### config.mk
export PLATFORM = sky130hd
export DESIGN_NAME = sio_regport
export DESIGN_NICKNAME = d
export VERILOG_FILES = /design/src/rtl/sio_regport_pkg.sv /design/src/rtl/sio_regport_edge.sv /design/src/rtl/sio_regport_regfile.sv /design/src/rtl/sio_regport_ctrl.sv /design/src/rtl/sio_regport.sv
export SDC_FILE = /design/constraint.sdc
export NUM_CORES = 1
export LEC_CHECK = 0
export ABC_AREA = 1
export ABC_CLOCK_PERIOD_IN_PS = 2550
export BUFFER_PORTS_ARGS = -buffer_cell sky130_fd_sc_hd__clkbuf_2
export CORE_MARGIN = 2
export CORE_UTILIZATION = 43
export DETAILED_ROUTE_END_ITERATION = 8
export PLACE_DENSITY_LB_ADDON = 0.3
export RECOVER_POWER = 50
export SLEW_MARGIN = 30
export SYNTH_ARGS = -nofsm -noshare
export SYNTH_HDL_FRONTEND = slang
export SYNTH_SLANG_ARGS = --single-unit
### constraint.sdc
create_clock -name clk_i -period 2.55 [get_ports clk_i]
set_input_delay 0.255 -clock clk_i [delete_from_list [all_inputs] [get_ports clk_i]]
set_output_delay 0.255 -clock clk_i [all_outputs]
set_load 0.03 [all_outputs]
### src/rtl/sio_regport_pkg.sv
package sio_regport_pkg;
  localparam int NUM_REGS  = 12;
  localparam int MAX_BYTES = 6;
  localparam int ADDR_W    = 4;

  // Data-phase length in bytes per address; unused addresses act as 2-byte dummies
  function automatic int unsigned reg_bytes(input logic [ADDR_W-1:0] a);
    case (a)
      4'd2, 4'd3, 4'd4: return 6;
      4'd5, 4'd7:       return 4;
      4'd6:             return 3;
      default:          return 2;
    endcase
  endfunction
endpackage

### src/rtl/sio_regport_edge.sv
module sio_regport_edge (
  input  logic clk_i,
  input  logic rst_ni,
  input  logic sclk_i,
  output logic rise_o,
  output logic fall_o
);
  logic sclk_q;

  always_ff @(posedge clk_i or negedge rst_ni) begin
    if (!rst_ni) sclk_q <= 1'b0;
    else         sclk_q <= sclk_i;
  end

  assign rise_o = sclk_i & ~sclk_q;
  assign fall_o = ~sclk_i & sclk_q;
endmodule

### src/rtl/sio_regport_regfile.sv
module sio_regport_regfile
  import sio_regport_pkg::*;
#(
  parameter int NREG  = NUM_REGS,
  parameter int MAXB  = MAX_BYTES,
  parameter int AW    = ADDR_W,
  localparam int DW   = MAXB * 8
) (
  input  logic               clk_i,
  input  logic               rst_ni,
  input  logic               wr_en_i,
  input  logic [AW-1:0]      wr_addr_i,
  input  logic [DW-1:0]      wr_data_i,
  output logic [NREG*DW-1:0] rd_bus_o
);
  for (genvar i = 0; i < NREG; i++) begin : g_reg
    localparam int W = int'(reg_bytes(AW'(i))) * 8;
    logic [W-1:0] r_q;

    always_ff @(posedge clk_i or negedge rst_ni) begin
      if (!rst_ni)                              r_q <= '0;
      else if (wr_en_i && wr_addr_i == AW'(i))  r_q <= wr_data_i[W-1:0];
    end

    assign rd_bus_o[i*DW +: DW] = DW'(r_q);
  end
endmodule

### src/rtl/sio_regport_ctrl.sv
module sio_regport_ctrl
  import sio_regport_pkg::*;
#(
  parameter int NREG   = NUM_REGS,
  parameter int MAXB   = MAX_BYTES,
  parameter int AW     = ADDR_W,
  localparam int DW    = MAXB * 8,
  localparam int CNT_W = $clog2(DW + 1)
) (
  input  logic               clk_i,
  input  logic               rst_ni,
  input  logic               cs_i,
  input  logic               io_reset_i,
  input  logic               rise_i,
  input  logic               fall_i,
  input  logic               sdio_i,
  input  logic [NREG*DW-1:0] rd_bus_i,
  output logic               wr_en_o,
  output logic [AW-1:0]      wr_addr_o,
  output logic [DW-1:0]      wr_data_o,
  output logic               sdio_o,
  output logic               oe_o,
  output logic               in_data_o,
  output logic               is_read_o,
  output logic [CNT_W-1:0]   bit_cnt_o,
  output logic [CNT_W-1:0]   total_o
);
  logic             in_data_q, is_read_q, rd_flag_q, sdio_q, oe_q;
  logic [AW-1:0]    addr_q;
  logic [AW-2:0]    addr_sh_q;   // bits 6:4 pass through and drop out
  logic [CNT_W-1:0] bit_cnt_q, total_q;
  logic [DW-2:0]    rx_sh_q;
  logic [DW-1:0]    tx_sh_q;

  logic [AW-1:0]    next_addr;
  int unsigned      next_bytes;
  logic [DW-1:0]    rd_sel, rd_aligned;
  logic             last_bit, active;

  assign active     = ~cs_i & ~io_reset_i;
  assign next_addr  = {addr_sh_q, sdio_i};
  assign next_bytes = reg_bytes(next_addr);
  assign last_bit   = in_data_q && (bit_cnt_q == total_q - 1'b1);

  always_comb begin
    rd_sel = '0;
    for (int i = 0; i < NREG; i++)
      if (next_addr == AW'(i)) rd_sel = rd_bus_i[i*DW +: DW];
    rd_aligned = rd_sel << (DW - int'(next_bytes) * 8);
  end

  assign wr_data_o = {rx_sh_q, sdio_i};
  assign wr_addr_o = addr_q;
  assign wr_en_o   = active && rise_i && last_bit && !is_read_q && (addr_q < AW'(NREG));

  always_ff @(posedge clk_i or negedge rst_ni) begin
    if (!rst_ni) begin
      in_data_q <= 1'b0;  is_read_q <= 1'b0;  rd_flag_q <= 1'b0;
      sdio_q    <= 1'b0;  oe_q      <= 1'b0;  addr_q    <= '0;
      addr_sh_q <= '0;    bit_cnt_q <= '0;    total_q   <= '0;
      rx_sh_q   <= '0;    tx_sh_q   <= '0;
    end else if (!active) begin
      in_data_q <= 1'b0;
      bit_cnt_q <= '0;
      oe_q      <= 1'b0;
    end else if (rise_i) begin
      if (!in_data_q) begin
        if (bit_cnt_q == '0) rd_flag_q <= sdio_i;
        if (bit_cnt_q == CNT_W'(7)) begin
          in_data_q <= 1'b1;
          is_read_q <= rd_flag_q;
          addr_q    <= next_addr;
          total_q   <= CNT_W'(next_bytes * 8);
          tx_sh_q   <= rd_aligned;
          bit_cnt_q <= '0;
        end else begin
          addr_sh_q <= next_addr[AW-2:0];
          bit_cnt_q <= bit_cnt_q + 1'b1;
        end
      end else begin
        rx_sh_q <= wr_data_o[DW-2:0];
        if (last_bit) begin
          in_data_q <= 1'b0;
          bit_cnt_q <= '0;
          oe_q      <= 1'b0;
        end else begin
          bit_cnt_q <= bit_cnt_q + 1'b1;
        end
      end
    end else if (fall_i && in_data_q && is_read_q) begin
      sdio_q  <= tx_sh_q[DW-1];
      tx_sh_q <= tx_sh_q << 1;
      oe_q    <= 1'b1;
    end
  end

  assign sdio_o    = sdio_q;
  assign oe_o      = oe_q;
  assign in_data_o = in_data_q;
  assign is_read_o = is_read_q;
  assign bit_cnt_o = bit_cnt_q;
  assign total_o   = total_q;
endmodule

### src/rtl/sio_regport.sv
module sio_regport
  import sio_regport_pkg::*;
#(
  parameter int NREG   = NUM_REGS,
  parameter int MAXB   = MAX_BYTES,
  parameter int AW     = ADDR_W,
  localparam int DW    = MAXB * 8,
  localparam int CNT_W = $clog2(DW + 1)
) (
  input  logic clk_i,
  input  logic rst_ni,
  input  logic cs_i,
  input  logic sclk_i,
  input  logic io_reset_i,
  input  logic sdio_i,
  output logic sdio_o,
  output logic sdio_oe_o
);
  logic               rise, fall, wr_en, oe_raw, in_data, is_read;
  logic [AW-1:0]      wr_addr;
  logic [DW-1:0]      wr_data;
  logic [NREG*DW-1:0] rd_bus;
  logic [CNT_W-1:0]   bit_cnt, total_bits;

  sio_regport_edge u_edge (
    .clk_i, .rst_ni, .sclk_i, .rise_o(rise), .fall_o(fall)
  );

  sio_regport_ctrl #(.NREG(NREG), .MAXB(MAXB), .AW(AW)) u_ctrl (
    .clk_i, .rst_ni, .cs_i, .io_reset_i,
    .rise_i(rise), .fall_i(fall), .sdio_i,
    .rd_bus_i(rd_bus), .wr_en_o(wr_en), .wr_addr_o(wr_addr), .wr_data_o(wr_data),
    .sdio_o, .oe_o(oe_raw), .in_data_o(in_data), .is_read_o(is_read),
    .bit_cnt_o(bit_cnt), .total_o(total_bits)
  );

  sio_regport_regfile #(.NREG(NREG), .MAXB(MAXB), .AW(AW)) u_regs (
    .clk_i, .rst_ni, .wr_en_i(wr_en), .wr_addr_i(wr_addr), .wr_data_i(wr_data),
    .rd_bus_o(rd_bus)
  );

  // abort and frame release the line without waiting for a clock
  assign sdio_oe_o = oe_raw & ~cs_i & ~io_reset_i;
endmodule

# Yosys cells after proc, flatten, opt, wreduce, memory -nomap -nowiden
# Index checks and enable logic that the tools add are counted.
# totals
register_bits,445
latch_bits,0
ram_bits,0
rom_bits,0
in_bits,6
out_inout_bits,2
wordCells,136
memories,0
# op_classes
addsub,3
n_mul,0
div_mod_pow,0
order_cmp,1
eq_ne,30
shifts,1
mux,32
bitwise_logic,12
reduce_logical,33
# op_table
cell,n
48-bit two-way mux,14
48-bit by 32-bit left shift with 48-bit output,1
"4-bit by 3-bit == test with 1-bit output, second input constant",8
"4-bit == test, second input constant",8
16-bit two-way mux,2
6-bit two-way mux,5
1-bit logical AND,19
"4-bit by 2-bit == test with 1-bit output, second input constant",4
4-bit AND reduction,4
1-bit two-way mux,10
3-bit case mux with 3 select lines,1
3-bit AND reduction,3
"4-bit by 1-bit == test with 1-bit output, second input constant",2
4-bit zero test,2
1-bit inverter,7
"6-bit by 6-bit subtractor with 7-bit output, first input constant",1
"6-bit by 1-bit adder with 6-bit output, second input constant",1
"6-bit by 3-bit == test with 1-bit output, second input constant",1
6-bit == test,1
6-bit zero test,1
"3-bit != test, second input constant",2
"6-bit by 1-bit subtractor with 6-bit output, second input constant",1
1-bit AND,5
"4-bit < comparator, second input constant",1
other kinds (7),8

# Longest topological paths before layout
# Gate-level depths: netlist of run 1.
# logic_depth
word_depth,17
ltp_mapped,18
mapped_depth_nobuf,17

# Cells and area by module
# A second synthesis of run 1 with hierarchy kept.
# hier_totals
hier_cells,3621
hier_area_um2,26156.3
# by_module_without_submodules
mod,instances,cells_per_inst,area_each_um2,seq_area_each_um2
sio_regport_regfile,1,1736,14845.5,8207.9
sio_regport_ctrl,1,1877,11257.0,2902.8
sio_regport_edge,1,5,40.0,25.0
sio_regport,1,3,13.8,0.0

# Least setup slack after synthesis of run 1
# Ideal clock, no wire load.
# synth_path
path_type,flip-flop to flip-flop
startpoint,register u_ctrl.addr_sh_q[0]
endpoint,register u_ctrl.tx_sh_q[36]
setup_ps,117
t_arrival_ps,2223
required_ps,2433
path_slack_ps,209
path_stages_with_launch,15
path_buffers,3
synth_period_minus_slack_ps,2341
path_cell_list,dfrtp_1 -> inv_2 -> nor2_4 -> inv_2 -> nor2_2 -> buf_2 -> ha_1 -> clkbuf_1 -> inv_2 -> buf_1 -> nand3_1 -> nand3_1 -> nand2_1 -> nor2_1 -> nor2_1
# synth_via
elab_cells_between_ends,32
classes_between,add/sub (1); eq/ne (11); shift (1); mux (16); reduce/logical (3)
# synth_rtl
element,line,rtl
start: declaration,sio_regport_ctrl.sv:30,logic [AW-2:0] addr_sh_q;
start signal: assignment,sio_regport_ctrl.sv:77,addr_sh_q <= next_addr[AW-2:0];
4-bit by 3-bit == test with 1-bit output / 4-bit by 2-bit == test with 1-bit output (equally long branches),sio_regport_pkg.sv:8,case (a)
3-bit OR reduction / 2-bit OR reduction (equally long branches),sio_regport_pkg.sv:8,
3-bit case mux with 3 select lines (*),sio_regport_pkg.sv:8,
via u_ctrl.next_bytes[0],sio_regport_ctrl.sv:36,int unsigned next_bytes;
6-bit by 6-bit subtractor with 7-bit output (*),sio_regport_ctrl.sv:49,rd_aligned = rd_sel << (DW - int'(next_bytes) * 8);
48-bit by 32-bit left shift with 48-bit output (*),sio_regport_ctrl.sv:49,
48-bit two-way mux (*),sio_regport_ctrl.sv:69,if (bit_cnt_q == CNT_W'(7)) begin
48-bit two-way mux (*),sio_regport_ctrl.sv:67,if (!in_data_q) begin
48-bit two-way mux (*),sio_regport_ctrl.sv:66,end else if (rise_i) begin
end signal: assignment,sio_regport_ctrl.sv:74,tx_sh_q <= rd_aligned;
end signal: assignment,sio_regport_ctrl.sv:92,tx_sh_q <= tx_sh_q << 1;
end: declaration,sio_regport_ctrl.sv:33,logic [DW-1:0] tx_sh_q;
# Mark *: on every way through the listed nets, which the timed path passes. The rest lies on a longest branch. The select of a mux whose other input is x is not followed.
# A chain may end at the register's enable or synchronous reset.

# Worst setup path in the final report of run 1
# layout_path
startpoint,register u_ctrl.addr_sh_q[2]
endpoint,register u_ctrl.tx_sh_q[35]
# layout_via
elab_chain_cells,17
elab_cells_between_ends,32
classes_between,add/sub (1); eq/ne (11); shift (1); mux (16); reduce/logical (3)
# layout_lines
element,line,rtl
4-bit zero test,sio_regport_ctrl.sv:48,if (next_addr == AW'(i)) rd_sel = rd_bus_i[i*DW +: DW];
16-bit two-way mux (2 in series),sio_regport_ctrl.sv:48,
48-bit two-way mux (10 in series),sio_regport_ctrl.sv:48,
48-bit by 32-bit left shift with 48-bit output (*),sio_regport_ctrl.sv:49,
48-bit two-way mux (*),sio_regport_ctrl.sv:69,
48-bit two-way mux (*),sio_regport_ctrl.sv:67,
48-bit two-way mux (*),sio_regport_ctrl.sv:66,
# Mark *: on every way between the ends. The rest lies on a longest branch, timed or not. The select of a mux whose other input is x is not followed.

==> results by group, run 1 <==
Run status
  – Run status: complete, but fails checks
  – Violations in the final reports: capacitance limit, slew limit

Die
  – Row Count: 79
  – Die H: 221 um
  – Die ar.: 0.0488 mm^2
  – Die Width: 221 um
  – I/O pin cnt: 8
  – Core area: 0.0465 mm^2
  – Starting density of the core: 43.5%

Route
  – WL/cell: 19.5 um
  – Remaining antenna violation count after routing: 0
  – # DRC: 0
  – DRT Pass-1 Iters: 6
  – Initial drt markers: 1,636
  – Final WL: 59.4 mm
  – Drt via density: 5.52
  – Via count: 16,800

Final layout
  – Commonest cells after routing, fill and taps aside: 721 x nand2_1, 444 x dfrtp_1, 402 x o21ai_0, 148 x nand3_1, 125 x a21oi_1
  – Multi-input logic area: 0.00792 mm^2
  – Commonest non-fill, non-tap cell in the layout: nand2_1
  – Share of post-route cells with drive strength above 1: 10.4%
  – ANT cells: 0
  – Syn-to-layout area delta: 13.4%
  – Final Net Count: 2,418
  – Finished Core Util: 49.4%
  – Layout Cells excl Fill: 3,049
  – Storage cell area: 0.0111 mm^2
  – Fillers: 4,358

Critical path
  – Setup CP Type: reg -> reg
  – Most used cell, CP: buf_4
  – Reg-to-reg endpoint: u_ctrl.tx_sh_q[35]
  – Worst path max stage delay: 0.39 ns
  – Worst setup SP type: flip-flop
  – Reg-to-Reg Start: u_ctrl.addr_sh_q[2]
  – Reg2Reg Depth: 12
  – R2R Setup Slk: 0.09 ns
  – Worst-path fanout max: 8
  – Arrival time at the worst endpoint: 2.97 ns
  – Cell chain of the critical path: inv_1 -> nand2_2 -> buf_4 -> inv_1 -> a21oi_2 -> xor2_2 -> buf_4 -> inv_2 -> nor2_4 -> buf_4 -> nand4_1 -> a21oi_1
  – Critical path's slowest cell: dfrtp_1
  – CP required: 3.06 ns
  – CP Capture Type: flip-flop
  – Crit path from: u_ctrl.addr_sh_q[2]

Placed design
  – Routability Congestion: 0.919
  – Inst Count DP: 2,957
  – Dpl ws: 0.0488 ns
  – PortBufs: 7
  – DP HPWL: 39.0 mm

Clocking
  – Max clock buf depth: 3
  – Cts bufs inserted: 48
  – Clock root buffer: clkbuf_16
  – CTS sink count: 445
  – Reg clk slew, reported paths: 0.07 ns
  – Clock tree from TritonCTS: done
  – Clk_lat worst skew: 0.60 ns
  – H-tree level count: 2

Power and ir drop
  – Pleak: 10.8 nW
  – Cell Pwr Density: 720 mW/mm^2
  – Switching pwr: 4.39 mW
  – Sw Share: 26.6%
  – Clock network power share: 44.0%
  – Cell-internal power: 12.1 mW
  – Seq pwr share: 43.8%
  – Comb pwr share: 12.2%
  – VDD IR-drop max: 0.557 mV

Yosys
  – Seq/Total Area, Yosys: 55.1%
  – Post-synth top flop: dfrtp_1
  – Async SR Flop Fraction: 100%
  – Synth unique cells: 43
  – Post-synth EDFFs: 0
  – #FFs+latches synth: 445
  – Syn Inst Count: 2,428
  – Syn_area_per_cell: 8.32 um^2
  – Syn_nets: 2,438
  – Mapped Area: 0.0202 mm^2
  – Synth Warn #: 0

Timing
  – Post-route minimum period: 2.46 ns
  – RSZ-0062 raised after global routing: yes
  – Achievable Freq: 407 MHz
  – Worst Tran Pin Value: 1.75 ns
  – Setup TNS: 0 ns
  – Slew headroom: -16.7%
  – Worst Setup Slack, final: 0.0925 ns
  – Clk_skew: 0.0239 ns
  – Final Cycle Share: 96.4%
  – Final Max Slew Viols: 55
  – Final setup fails: 0
  – Hold slack: 0.162 ns
  – Fin. Hold Viols: 0

GRT
  – M3 GR Usage: 3.68%
  – GR Layer Usage met1: 36.2%
  – Gr ovfl total: 0
  – Top Usage Layer GRT: met2
  – Initial antenna violation count: 0
  – M2 GR Usage: 37.4%
  – Largest net degree at the start of global routing: 97
  – First-pass GRT wire length: 95.0 mm
  – Vias in the first global route: 16,200
  – Total GRT Usage: 24.5%

Hold path
  – Hold crit path type: in -> reg
  – Hold Path End: u_ctrl.rx_sh_q[0]
  – Hold Crit Start: sdio_i
  – Hold Path Stages: 3

Run
  – Max_cap viols: 1
[synth_stat cells, types with 10 or more instances]
cell,n,area (um^2)
dfrtp_1,445,11100
buf_1,10,37.5
inv_1,112,420
nand3_1,150,751
clkbuf_1,94,353
o221ai_1,16,140
buf_2,46,230
nand2_1,723,2710
o21ai_0,403,2020
nor2_1,112,420
o2111ai_1,10,87.6
a21oi_1,126,631
or2_2,38,238
o21ai_1,22,110
inv_2,14,52.6
nand4_1,32,200
[layer usage]
metal | vias up | part of all wire (%)
li1 | 7937 | -
met1 | 8214 | 45
met2 | 597 | 45
met3 | 83 | 6.9
met4 | 0 | 2.6
met5 | - | 0
[through the flow]
stage | power, mW | instance area [um^2]
final | 16.5 | 22900
after global routing | 17.1 | 22900
after CTS | 16.6 | 22900
after detailed placement | 9.32 | 21300
after global placement | 9.32 | 21300
after floorplan | 8.37 | 20200
[repair_timing]
action,4_1_cts,5_1_grt
endpoints found under the setup margin,0,26
hold buffers,2,0
setup buffers,0,6
gates resized for setup,0,12
endpoints found under the hold margin,50,0
[worst max-delay path by stage]
stage,endpoint
2_1_floorplan,u_ctrl.tx_sh_q[36]
3_3_place_gp,u_ctrl.tx_sh_q[34]
3_5_place_dp,u_ctrl.tx_sh_q[41]
4_1_cts,u_ctrl.tx_sh_q[41]
5_1_grt,u_ctrl.tx_sh_q[35]
6_report,u_ctrl.tx_sh_q[35]
[flip-flops by register name, summed over array words and instances, names as in the netlist]
register,cells
u_ctrl.sdio_o,1
u_ctrl.is_read_o,1
u_ctrl.bit_cnt_o,6
u_regs.g.r_q,328
u_ctrl.total_o,3
u_ctrl.wr_addr_o,4
u_ctrl.rd_flag_q,1
u_ctrl.rx_sh_q,47
u_ctrl.oe_o,1
u_ctrl.tx_sh_q,48
u_ctrl.in_data_o,1
u_edge.sclk_q,1
u_ctrl.addr_sh_q,3
[cell type report]
| type | count | area share, % |
|---|---|---|
| Multi-Input combinational cell | 1693 | 34.6 |
| Clock buffer | 69 | 6.38 |
| Clock inverter | 15 | 0.824 |
| Timing Repair Buffer | 94 | 4.28 |
| Inverter | 126 | 2.07 |
| Sequential cell | 445 | 48.6 |
| Tap cell | 607 | 3.31 |
[worst max-delay path, delay by kind of cell (launching register included)]
family	cells	cell delay, ns
and+or+nand+nor	3	0.45
AOI/OAI and AO/OA	2	0.49
xor gates and xnor gates	1	0.29
buffers and inverters	6	0.77
DFF	1	0.39
[power by group through the flow]
stage	registers [mW]	clock network [mW]	logic, mW
floorplan	7.34	0	1.04
global placement	7.35	0	1.97
detailed placement	7.35	0	1.97
CTS	7.23	7.39	1.98
global route	7.24	7.69	2.18
finish	7.23	7.26	2.00
[cell families (layout without fill, tap and decap cells)]
logic type                 Yosys count  in the layout  share of synthesized area (%)
and+or+nand+nor                   1082           1082                           22.6
AOI/OAI and AO/OA                  600            600                           15.6
DFF                                445            445                           55.1
buffers and inverters              290            304                           6.08
xor gates and xnor gates             7              7                          0.340
adders and majority gates            4              4                          0.248
Power figures use the tool's default switching activity.
==> run 2: changes to the inputs <==
--- a/config.mk
+++ b/config.mk
@@ -7,10 +7,11 @@
 export LEC_CHECK = 0
 export ABC_AREA = 1
 export ABC_CLOCK_PERIOD_IN_PS = 2550
-export BUFFER_PORTS_ARGS = -buffer_cell sky130_fd_sc_hd__clkbuf_2
+export BUFFER_PORTS_ARGS = -buffer_cell sky130_fd_sc_hd__buf_2
 export CORE_MARGIN = 2
 export CORE_UTILIZATION = 43
 export DETAILED_ROUTE_END_ITERATION = 8
+export GPL_TIMING_DRIVEN = 0
 export PLACE_DENSITY_LB_ADDON = 0.3
 export RECOVER_POWER = 50
 export SLEW_MARGIN = 30
==> run 2 against run 1 <==
  * The run ends with setup timing left
  * Power fell by 1.1%
  * Wire length rose by 15%
  * Global-route usage rose by 3.0 points
  * Clock skew rose by 0.0020 ns
  * First-iteration DRC count rose by 19%
  * Sequential share of layout area fell by 1.3 points
  * Combinational power rose by 9%
  * Critical endpoint is now u_regs.g_reg[4].r_q[9]
  * Largest power group is now registers
==> results by group, run 2 (synthesis gave the netlist of run 1 again) <==
Die
  – I/O pin cnt: 8
  – Row Count: 79
  – Starting density of the core: 43.5%
  – Die ar.: 0.0488 mm^2
  – Die H: 221 um
  – Die Width: 221 um
  – Core area: 0.0465 mm^2

Final layout
  – Final Net Count: 2,520
  – Share of post-route cells with drive strength above 1: 13.8%
  – Commonest non-fill, non-tap cell in the layout: nand2_1
  – Syn-to-layout area delta: 16.5%
  – Design area: 0.0236 mm^2
  – Max reg flops: 328
  – Largest Register: u_regs.g.r_q
  – Commonest cells after routing, fill and taps aside: 705 x nand2_1, 443 x dfrtp_1, 365 x o21ai_0, 133 x nand3_1, 125 x a21oi_1
  – Biggest regs: u_regs.g.r_q x328, u_ctrl.tx_sh_q x48, u_ctrl.rx_sh_q x47
  – Layout Cells excl Fill: 3,152

Critical path
  – Cell family with most CP delay: simple AND/OR/NAND/NOR gates
  – Worst-path fanout max: 10
  – Most used cell, CP: nor2_4
  – CP required: 3.05 ns
  – CP Capture Type: flip-flop
  – Worst Path Buf+Inv: 4
  – Critical path's slowest cell: dfrtp_1
  – Worst setup SP type: flip-flop
  – Worst path max stage delay: 0.41 ns
  – Cell chain of the critical path: nor2_4 -> inv_2 -> nor2_4 -> inv_2 -> nor2_4 -> o2111a_2 -> buf_8 -> nand3_4 -> clkbuf_1 -> o21ai_0
  – Arrival time at the worst endpoint: 3.08 ns
  – Setup CP Type: reg -> reg

Timing
  – Achievable Freq: 387 MHz
  – Slew headroom: 15.2%
  – Final Cycle Share: 101%
  – Fin. Hold Viols: 0
  – Post-route minimum period: 2.58 ns
  – Final setup fails: 7
  – Clk_skew: 0.0259 ns
  – Worst Setup Slack, final: -0.0348 ns
  – RSZ-0062 raised after global routing: yes
  – Worst Tran Pin Value: 1.27 ns
  – Final Max Slew Viols: 0

Route
  – Initial drt markers: 1,952
  – Final WL: 68.2 mm
  – Drt via density: 5.74
  – Via count: 18,100
  – WL/cell: 21.6 um
  – # DRC: 0
  – DRT Pass-1 Iters: 6
  – Remaining antenna violation count after routing: 0

Hold path
  – Hold crit path type: in -> reg

Clocking
  – Clock tree from TritonCTS: done
  – Reg clk slew, reported paths: 0.06 ns
  – H-tree level count: 2
  – Cts bufs inserted: 48
  – CTS sink count: 445
  – Max clock buf depth: 3
  – Clock root buffer: clkbuf_16
  – Clk_lat worst skew: 0.60 ns

Placed design
  – Inst Count DP: 3,048
  – Placement Cell Area: 0.0212 mm^2
  – PortBufs: 7
  – Routability Congestion: 0.981
  – DP HPWL: 48.0 mm

GRT
  – Vias in the first global route: 17,500
  – Initial antenna violation count: 2
  – Largest net degree at the start of global routing: 86
  – Total GRT Usage: 27.6%
  – First-pass GRT wire length: 104 mm
  – Gr ovfl total: 0

Power and ir drop
  – Cell Pwr Density: 693 mW/mm^2
  – VDD IR-drop max: 0.546 mV
  – Total power: 16.3 mW
  – Pleak: 11.1 nW

Run
  – Max_cap viols: 0

Run status
  – Violations in the final reports: setup timing
  – Run status: complete, but fails checks
run 2: changes by cell type in the layout (fill, tap and decap cells not counted), moves of 15 or more:
cell | previous run | this run
nand2_1 | 721 | 705
clkbuf_2 | 9 | 31
buf_2 | 0 | 26
nand3_1 | 148 | 133
buf_6 | 6 | 21
clkbuf_1 | 6 | 62
o21ai_0 | 402 | 365
o21ai_1 | 23 | 57
buf_12 | 22 | 5
nand3_2 | 1 | 16
run 2: power by group:
group	switching, mW	internal, mW
logic	1.61	0.567
clock network	2.92	3.99
registers	0.0718	7.16
total	4.60	11.7
run 2: cell type report:
cell class                 count  area [um^2]
timing repair buffer          35          407
buffer                       161         1010
clock buffer                  71         1440
fill                        4411        22900
multi-input combinational   1693         8220
clock inverter                13         97.6
tap                          607          759
inverter                     126          480
antenna                        1         2.50
sequential                   445        11100
run 2: path summary, 6_finish.rpt:
check,from,to,slack (ns),cells past startpoint
min in group asynchronous,rst_ni,u_regs.g_reg[9].r_q[3],0.48,2
worst min-delay path,io_reset_i,u_ctrl.sdio_o,0.15,6
max in group asynchronous,rst_ni,u_regs.g_reg[2].r_q[37],0.33,4
worst max-delay path,u_edge.sclk_q,u_regs.g_reg[4].r_q[9],-0.03,10
worst min register to register,u_ctrl.rx_sh_q[31],u_ctrl.rx_sh_q[32],0.47,2
worst max register to register,u_edge.sclk_q,u_regs.g_reg[4].r_q[9],-0.03,10
run 2: stage by stage:
| step | util, % | worst slack, ns | hold WS (ns) | TNS (ns) |
|---|---|---|---|---|
| after floorplan | - | 0.209 | -0.0406 | 0 |
| after global placement | 45.2 | -7.67 | 0.380 | -3488.76 |
| after detailed placement | 45.6 | -0.791 | 0.181 | -124.09 |
| after CTS | 49.8 | -0.0333 | 0.129 | -0.0494 |
| after global routing | 50.7 | -0.0688 | 0.222 | -5.18 |
| final | 50.7 | -0.0348 | 0.148 | -0.0931 |
run 2: routing by layer:
layer | track usage, % | wire length, um
met5 | 0 | 0
met4 | 11.8 | 2850
met3 | 4.47 | 5820
met2 | 42.7 | 30900
met1 | 38.4 | 28600
run 2: repair_timing:
| action | in CTS | in global routing |
|---|---|---|
| hold buffers | 2 | 0 |
| hold endpoints to repair | 161 | 0 |
| pin swaps | 8 | 10 |
| endpoints found under the setup margin | 415 | 359 |
| buffers inserted | 14 | 3 |
| resized for setup | 92 | 209 |
| cloned | 1 | 2 |
run 2: worst min-delay path: stages:
cell and delay [ns]:
buf_2 0.08, nor2_1 0.03, inv_1 0.14, nor2_1 0.10
nand2_1 0.05, nand2_1 0.04
==> run 3: changes to the inputs <==
--- a/config.mk
+++ b/config.mk
@@ -11,7 +11,7 @@
 export CORE_MARGIN = 2
 export CORE_UTILIZATION = 43
 export DETAILED_ROUTE_END_ITERATION = 8
-export GPL_TIMING_DRIVEN = 0
+export GPL_TIMING_DRIVEN = 1
 export PLACE_DENSITY_LB_ADDON = 0.3
 export RECOVER_POWER = 50
 export SLEW_MARGIN = 30
==> run 3 against run 2 <==
  * The run ends with capacitance limit, slew limit left
  * Sequential share of layout area rose by 1.3 points
  * First-iteration DRC count fell by 7.7%
  * Core utilization fell by 1.4 points
  * Wire length fell by 14%
  * Cell area fell by 2.7%
  * Clock skew barely moved
  * Critical path depth did not move
  * Global-route usage fell by 3.6 points
  * Register-to-register slack improved by 0.19 ns
  * Worst setup slack improved by 0.19 ns
  * Critical path type unchanged
==> results by group, run 3 (synthesis gave the netlist of run 1 again) <==
Placed design
  – Placement Cell Area: 0.0213 mm^2
  – Routability Congestion: 0.947
  – DP HPWL: 39.1 mm
  – PortBufs: 7

GRT
  – Gr ovfl total: 0
  – Total GRT Usage: 24.0%
  – Largest net degree at the start of global routing: 97
  – Vias in the first global route: 16,400
  – Initial antenna violation count: 0
  – First-pass GRT wire length: 93.1 mm

Critical path
  – Setup CP Type: reg -> reg
  – Worst path max stage delay: 0.36 ns
  – Worst setup SP type: flip-flop
  – Critical path's slowest cell: dfrtp_1
  – CP required: 2.99 ns
  – Cell chain of the critical path: inv_1 -> ha_1 -> xnor2_1 -> nor4_4 -> o2111a_2 -> buf_4 -> nand3_4 -> buf_12 -> nand2_1 -> o21ai_0
  – Worst-path fanout max: 96
  – Reg2Reg Depth: 10
  – Reg-to-Reg Start: u_ctrl.total_o[3]
  – R2R Setup Slk: 0.16 ns
  – CP Capture Type: flip-flop
  – Arrival time at the worst endpoint: 2.83 ns
  – Reg-to-reg endpoint: u_regs.g_reg[2].r_q[9]

Power and ir drop
  – Sw Share: 27.3%
  – Seq pwr share: 44.6%
  – VDD IR-drop max: 0.404 mV
  – Total power: 16.2 mW
  – Pleak: 10.8 nW
  – Clock network power share: 42.8%
  – Comb pwr share: 12.6%
  – Switching pwr: 4.41 mW
  – Cell Pwr Density: 707 mW/mm^2
  – Cell-internal power: 11.8 mW

Die
  – Core area: 0.0465 mm^2
  – I/O pin cnt: 8
  – Starting density of the core: 43.5%
  – Die Width: 221 um
  – Die ar.: 0.0488 mm^2
  – Die H: 221 um
  – Row Count: 79

Final layout
  – Commonest cells after routing, fill and taps aside: 719 x nand2_1, 445 x dfrtp_1, 401 x o21ai_0, 148 x nand3_1, 126 x a21oi_1
  – Storage cell area: 0.0111 mm^2
  – Syn-to-layout area delta: 13.3%
  – ANT cells: 0
  – Design area: 0.0229 mm^2
  – Biggest regs: u_regs.g.r_q x328, u_ctrl.tx_sh_q x48, u_ctrl.rx_sh_q x47
  – Final Net Count: 2,431
  – Fillers: 4,417
  – Multi-input logic area: 0.00797 mm^2
  – Largest Register: u_regs.g.r_q
  – Share of post-route cells with drive strength above 1: 11.0%
  – Commonest non-fill, non-tap cell in the layout: nand2_1
  – Max reg flops: 328

Route
  – Drt via density: 5.53
  – Final WL: 58.3 mm
  – Remaining antenna violation count after routing: 0
  – Via count: 17,000
  – WL/cell: 19.0 um
  – DRT Pass-1 Iters: 5
  – Initial drt markers: 1,802
  – # DRC: 0

Run status
  – Violations in the final reports: capacitance limit, slew limit
  – Run status: complete, but fails checks

Timing
  – Post-route minimum period: 2.39 ns
  – Final setup fails: 0
  – Final Max Slew Viols: 70
  – Slew headroom: -40.7%
  – Achievable Freq: 418 MHz
  – Final Cycle Share: 93.8%
  – Setup TNS: 0 ns
  – Clk_skew: 0.0263 ns
  – Fin. Hold Viols: 0
  – Worst Tran Pin Value: 2.11 ns
  – RSZ-0062 raised after global routing: no

Clocking
  – CTS sink count: 445
  – Clock root buffer: clkbuf_16
  – Clock tree from TritonCTS: done
  – Reg clk slew, reported paths: 0.06 ns
  – Max clock buf depth: 3
  – H-tree level count: 2
  – Cts bufs inserted: 48
  – Clk_lat worst skew: 0.60 ns

Run
  – Max_cap viols: 1

Hold path
  – Hold Crit Start: sdio_i
  – Hold Path End: u_ctrl.wr_addr_o[0]
  – Hold Path Stages: 3
  – Hold crit path type: in -> reg
[run 3: cell type report]
type / instances / share of cell area, %
flip-flops and latches: 445 / 48.6
repair buffers: 106 / 4.43
well taps: 607 / 3.32
clock buffers: 70 / 6.13
clock inverters: 18 / 0.656
multi-input cells: 1694 / 34.8
inverters: 126 / 2.07
[run 3: power groups by stage]
| stage | Combinational [mW] | Clock [mW] | Sequential [mW] |
|---|---|---|---|
| 2_1_floorplan | 1.04 | 0 | 7.34 |
| 3_3_place_gp | 1.97 | 0 | 7.35 |
| 3_5_place_dp | 1.98 | 0 | 7.35 |
| 4_1_cts | 1.99 | 7.04 | 7.22 |
| 5_1_grt | 2.22 | 7.33 | 7.23 |
| 6_report | 2.04 | 6.92 | 7.23 |
[run 3: per-stage QoR]
| stage | hold WS [ns] | worst slack, ns | std cells | utilization [%] |
|---|---|---|---|---|
| CTS | 0.113 | 0.0525 | 3059 | 49.1 |
| finish | 0.147 | 0.159 | 3066 | 49.3 |
| global route | 0.143 | 0.00472 | 3066 | 49.3 |
| detailed placement | 0.290 | 0.0748 | 2969 | 45.8 |
| global placement | 0.284 | 0.101 | 2969 | 45.8 |
| floorplan | -0.0406 | 0.209 | 2428 | - |
[run 3: critical path: cells and delay by family, from the launching register on]
kind,cells,cell delay [ns]
and+or+nand+nor,3,0.48
xor gates and xnor gates,1,0.16
buffers and inverters,3,0.48
adders and majority gates,1,0.30
DFF,1,0.36
AOI/OAI and AO/OA,2,0.40
[run 3: how the worst max path moves through the flow]
stage                                   endpoint  slack [ns]           startpoint
final                     u_regs.g_reg[2].r_q[9]        0.16    u_ctrl.total_o[3]
after global routing          u_ctrl.rx_sh_q[26]       0.005               rst_ni
after CTS                     u_ctrl.tx_sh_q[41]        0.05        u_edge.sclk_q
after detailed placement      u_ctrl.tx_sh_q[43]        0.07                 cs_i
after global placement        u_ctrl.tx_sh_q[43]        0.10                 cs_i
after floorplan               u_ctrl.tx_sh_q[36]        0.21  u_ctrl.addr_sh_q[0]
[run 3: timing repair]
item | CTS | global route
resized for setup | 0 | 18
hold buffers | 2 | 0
endpoints found under the hold margin | 54 | 0
endpoints found under the setup margin | 0 | 179
setup buffers | 0 | 5
[run 3: layer usage]
layer  GRT usage (%)  vias to the layer above  share of wire [%]
met3            4.60                      112                6.5
met5               0                        -                  0
met1            34.3                     8284                 45
met2            36.3                      573                 45
li1                -                     7991                  -
met4            8.72                        0                3.7
